<file path="config.mk">
export PLATFORM = sky130hd
export DESIGN_NAME = wp_status_unit
export DESIGN_NICKNAME = d
export VERILOG_FILES = /design/src/rtl/wp_status_pkg.sv /design/src/rtl/wel_latch.sv /design/src/rtl/nv_stage.sv /design/src/rtl/zone_check.sv /design/src/rtl/wp_status_unit.sv
export SDC_FILE = /design/constraint.sdc
export NUM_CORES = 1
export LEC_CHECK = 0
export BUFFER_PORTS_ARGS = -buffer_cell sky130_fd_sc_hd__buf_2
export CAP_MARGIN = 20
export CORE_UTILIZATION = 35
export CTS_BUF_LIST = sky130_fd_sc_hd__clkbuf_2
export DETAILED_ROUTE_END_ITERATION = 7
export PLACE_DENSITY = 0.73
export SLEW_MARGIN = 40
export SYNTH_ARGS = -nofsm -noshare
export SYNTH_HDL_FRONTEND = slang
export SYNTH_SLANG_ARGS = --single-unit
</file>
<file path="constraint.sdc">
create_clock -name clk -period 4.32 [get_ports clk]
set_clock_uncertainty 0.1 [all_clocks]
set_input_delay 0.432 -clock clk [delete_from_list [all_inputs] [get_ports clk]]
set_output_delay 0.432 -clock clk [all_outputs]
set_load 0.05 [all_outputs]
</file>
<file path="src/rtl/wp_status_pkg.sv">
package wp_status_pkg;
  typedef enum logic [1:0] {
    STG_IDLE   = 2'd0,
    STG_ARMED  = 2'd1,
    STG_COMMIT = 2'd2
  } stage_e;

  typedef struct packed {
    logic       lock_en;
    logic [1:0] zone;
  } nv_bits_t;

  localparam int unsigned POS_LOCK = 7;
  localparam int unsigned POS_ZHI  = 3;
  localparam int unsigned POS_ZLO  = 2;
endpackage

</file>
<file path="src/rtl/wel_latch.sv">
module wel_latch (
  input  logic clk,
  input  logic rst_n,
  input  logic set_i,
  input  logic clr_i,
  input  logic busy_i,
  input  logic done_i,
  output logic wel_o
);
  always_ff @(posedge clk or negedge rst_n) begin
    if (!rst_n)          wel_o <= 1'b0;
    else if (done_i)     wel_o <= 1'b0;
    else if (!busy_i) begin
      if (clr_i)         wel_o <= 1'b0;
      else if (set_i)    wel_o <= 1'b1;
    end
  end

  assert_done_clears_wel_R8: assert property (@(posedge clk) disable iff (!rst_n)
    done_i |=> !wel_o);
  assert_busy_freezes_wel_R2: assert property (@(posedge clk) disable iff (!rst_n)
    (busy_i && !done_i) |=> $stable(wel_o));
endmodule

</file>
<file path="src/rtl/nv_stage.sv">
module nv_stage
  import wp_status_pkg::*;
(
  input  logic     clk,
  input  logic     rst_n,
  input  logic     cs_n,
  input  logic     req_i,
  input  nv_bits_t req_bits_i,
  input  logic     writable_i,
  input  logic     hw_lock_i,
  input  logic     done_i,
  output nv_bits_t nv_o
);
  stage_e   stage_q;
  nv_bits_t staged_q;

  always_ff @(posedge clk or negedge rst_n) begin
    if (!rst_n) begin
      stage_q  <= STG_IDLE;
      staged_q <= '0;
      nv_o     <= '0;
    end else begin
      unique case (stage_q)
        STG_IDLE: begin
          if (req_i && writable_i && !cs_n) begin
            staged_q <= req_bits_i;
            stage_q  <= STG_ARMED;
          end
        end
        STG_ARMED: begin
          if (!cs_n && hw_lock_i) stage_q <= STG_IDLE;
          else if (cs_n)          stage_q <= STG_COMMIT;
        end
        STG_COMMIT: begin
          if (done_i) begin
            nv_o    <= staged_q;
            stage_q <= STG_IDLE;
          end
        end
        default: stage_q <= STG_IDLE;
      endcase
    end
  end

  assert_nv_only_on_done_R6: assert property (@(posedge clk) disable iff (!rst_n)
    !(done_i && stage_q == STG_COMMIT) |=> $stable(nv_o));
  assert_pin_abort_R7: assert property (@(posedge clk) disable iff (!rst_n)
    (stage_q == STG_ARMED && !cs_n && hw_lock_i) |=> stage_q == STG_IDLE);
  assert_lock_sticky_R9: assert property (@(posedge clk) disable iff (!rst_n)
    (hw_lock_i && stage_q != STG_COMMIT) |=> nv_o.lock_en);
endmodule

</file>
<file path="src/rtl/zone_check.sv">
module zone_check #(
  parameter int unsigned DEPTH = 1024,
  localparam int unsigned AW = $clog2(DEPTH)
) (
  input  logic [1:0]    zone_i,
  input  logic [AW-1:0] addr_i,
  output logic          prot_o
);
  localparam logic [AW:0] BOUND_QTR  = (AW+1)'(DEPTH - DEPTH/4);
  localparam logic [AW:0] BOUND_HALF = (AW+1)'(DEPTH/2);

  logic [AW:0] addr_ext;
  assign addr_ext = {1'b0, addr_i};

  always_comb begin
    unique case (zone_i)
      2'b00:   prot_o = 1'b0;
      2'b01:   prot_o = (addr_ext >= BOUND_QTR);
      2'b10:   prot_o = (addr_ext >= BOUND_HALF);
      default: prot_o = 1'b1;
    endcase
  end
endmodule

</file>
<file path="src/rtl/wp_status_unit.sv">
module wp_status_unit
  import wp_status_pkg::*;
#(
  parameter int unsigned DEPTH = 1024,
  localparam int unsigned AW = $clog2(DEPTH)
) (
  input  logic          clk,
  input  logic          rst_n,
  input  logic          cs_n,
  input  logic          wel_set,
  input  logic          wel_clr,
  input  logic          sr_wr_req,
  input  logic [7:0]    sr_wr_data,
  input  logic          wp_n,
  input  logic          busy,
  input  logic          cycle_done,
  input  logic [AW-1:0] query_addr,
  output logic [7:0]    status_byte,
  output logic          sr_writable,
  output logic          addr_protected
);
  logic     wel;
  logic     hw_lock;
  nv_bits_t nv;
  nv_bits_t req_bits;
  logic     unused_data_bits;

  assign unused_data_bits = ^{sr_wr_data[6:4], sr_wr_data[1:0]};
  assign req_bits = '{lock_en: sr_wr_data[POS_LOCK],
                      zone:    sr_wr_data[POS_ZHI:POS_ZLO]};

  assign hw_lock     = !wp_n && nv.lock_en;
  assign sr_writable = wel && !busy && !hw_lock;

  wel_latch u_wel (
    .clk(clk), .rst_n(rst_n), .set_i(wel_set), .clr_i(wel_clr),
    .busy_i(busy), .done_i(cycle_done), .wel_o(wel)
  );

  nv_stage u_nv (
    .clk(clk), .rst_n(rst_n), .cs_n(cs_n), .req_i(sr_wr_req),
    .req_bits_i(req_bits), .writable_i(sr_writable), .hw_lock_i(hw_lock),
    .done_i(cycle_done), .nv_o(nv)
  );

  zone_check #(.DEPTH(DEPTH)) u_zone (
    .zone_i(nv.zone), .addr_i(query_addr), .prot_o(addr_protected)
  );

  always_comb begin
    if (busy) status_byte = 8'hFF;
    else      status_byte = {nv.lock_en, 3'b000, nv.zone, wel, 1'b0};
  end

  assert_open_zone_R4: assert property (@(posedge clk) disable iff (!rst_n)
    (status_byte[3:2] == 2'b00 && !busy) |-> !addr_protected);
  assert_whole_zone_R4: assert property (@(posedge clk) disable iff (!rst_n)
    (status_byte[3:2] == 2'b11 && !busy) |-> addr_protected);
  assert_locked_not_writable_R5: assert property (@(posedge clk) disable iff (!rst_n)
    (!wp_n && status_byte[7]) |-> !sr_writable);
endmodule

</file>
==> metrics <==
status complete, no violations; hold_buf cts 1; first-pass GRT wire length 1350 µm; Routed WL 818 µm; Initial Util 40.1%; Clk pin slew, worst setup/hold paths 0.08 ns; switch share 33.9%; Ys Warns 0; # DRC 0; Worst path slowest cell dfrtp_1; Hold WC Path Type in2reg; Psw 0.0761 mW; largest net degree at the start of global routing 12; fmax 570 MHz; antenna viol nets, final 0; GRT Resource Usage Total 14.1%; ys flop type dfrtp_1; I/O Buffers 23; distinct cell type count after synthesis 20; post-synthesis area per instance 12.0 µm²; Starting DRT DRC Count 5; synthesized flop and latch total 9; Worst-Skew Late Latency 0.23 ns; Worst Path Required 3.79 ns; H-tree levels 1; total congestion overflow 0; Cell Rows 12; maxcap violations 0; routed vias/inst 4.87; Int Pwr 0.148 mW; VDD IR max 0.144 mV; Worst Setup Start Kind flop; number of CTS-inserted buffers 3; cell family contributing the most delay on the critical path flip-flops; Setup Buffers After CTS 0; GPL Wtd Cong 0.754; slew margin rel. 83.2%; crit-path max cell delay 0.40 ns; Final Max Slew Viols 0; Final Hold Violating Endpoints 0; IO Count 37; Clk pwr share 22.5%; synthesized instance count 39; period utilisation layout 40.6%; total die area 1490 µm²; DR pass1 iterations 3; die extent in x 38.6 µm; share of layout cells above drive strength 1 55.6%; sequential area share after synthesis 48.0%; nets 91; Sum Neg Setup Slack 0 ns; leakage 0.322 nW; Setup Viol. Count Final 0; Die Y 38.6 µm; Synth async-reset ratio 100%; Inserted Diodes 0; Critical Path, Cell by Cell nor2b_4 > nor3b_1 > buf_2; vias in the first global route 317; clk root buf clkbuf_2; Setup Crit Path Kind reg2out; DR WL/cell 10.6 µm; initial antenna violation count 0; EDFF count, synth 0; # clock sinks 9; Slew @ Worst Pin 0.253 ns; vias post-DR 375; Sequential Power Share 46.5%; Comb pwr share 31.0%; TritonCTS clock tree done; CTS Buffer Depth 2; Buffers & Inverters on Critical Path 1; area of the core 1170 µm²; Syn Std Cell Area 469 µm²; Post-CTS Resized 0; CP Max Fanout 3; critical path arrival 1.22 ns; RSZ-0062 raised after global routing false; Synth Net Count 66; crit path time final 1.76 ns; Area Overhead vs Synth 28.3%; CP Capture Type output port; Fin Hold WS 0.269 ns; Pwr per Cell Area 373 nW/µm²
flip-flops by register name, indices dropped and copies added (netlist names):
register,count
u_wel.wel_o,1
u_nv.stage_q,2
u_nv.nv_o,3
u_nv.staged_q,3
final cells by class:
type | instances | area, µm²
clock buffer | 4 | 20.0
fill | 114 | 569
inverter | 1 | 3.75
multi-input combinational | 25 | 210
sequential | 9 | 225
tap | 14 | 17.5
timing repair buffer | 24 | 125
cells in the final DEF, fill, tap and decap left out, types with 2 or more instances in the layout:
master    netlist  layout
nand2_1         2       2
dfrtp_1         9       9
buf_2           0      23
mux2_4          3       3
mux2_2          3       3
or2_1           4       4
clkbuf_2        0       4
metal layers:
metal  vias up  wire [µm]  GRT usage, %
met5         -          0             0
met4         0          4          7.76
met3         2         64          5.20
met2        17        394          21.3
met1       172        355          17.2
li1        184          -             -
power groups by stage:
stage | clock network (mW) | logic, mW | registers, mW
floorplan | 0 | 0.0548 | 0.103
global placement | 0 | 0.0683 | 0.105
detailed placement | 0 | 0.0694 | 0.106
CTS | 0.0532 | 0.0702 | 0.104
global route | 0.0588 | 0.0750 | 0.106
finish | 0.0506 | 0.0695 | 0.104
worst paths after layout:
kind                             startpoint               end  slack (ns)  depth (start not counted)
min                                 wel_clr       u_wel.wel_o        0.27                          2
max                            u_nv.nv_o[2]       sr_writable        2.56                          3
max in group asynchronous             rst_n   u_nv.stage_q[0]        3.46                          2
max reg2reg                 u_nv.stage_q[0]  u_nv.staged_q[2]        2.70                          3
min reg2reg                u_nv.staged_q[0]  u_nv.staged_q[0]        0.42                          1
min in group asynchronous             rst_n      u_nv.nv_o[0]        0.48                          2
cells in the mapped netlist, types with 2 or more instances:
library cell  instances  share of area (%)
buf_4                 4                6.4
mux2_4                3                9.6
dfrtp_1               9                 48
nand2_1               2                1.6
mux2_2                3                7.2
or2_1                 4                5.3
logic make-up (layout without fill, tap and decap cells):
kind of cell           after synthesis  after routing  share of synthesized area [%]
AND/OR/NAND/NOR                     14             14                           21.6
flip-flops                           9              9                           48.0
multiplexers                         6              6                           16.8
AO/OA/AOI/OAI                        5              5                           6.40
buffers and inverters                5             29                           7.20
metrics by stage:
step	instances	worst slack, ns	area [µm²]	util [%]	total power, mW
2_1_floorplan	39	2.15	469	-	0.158
3_3_place_gp	72	2.55	572	48.8	0.174
3_5_place_dp	72	2.55	572	48.8	0.176
4_1_cts	77	2.54	602	51.4	0.228
5_1_grt	77	2.45	602	51.4	0.240
6_report	77	2.56	602	51.4	0.225
Note: power is estimated with default switching activity, not from simulation.
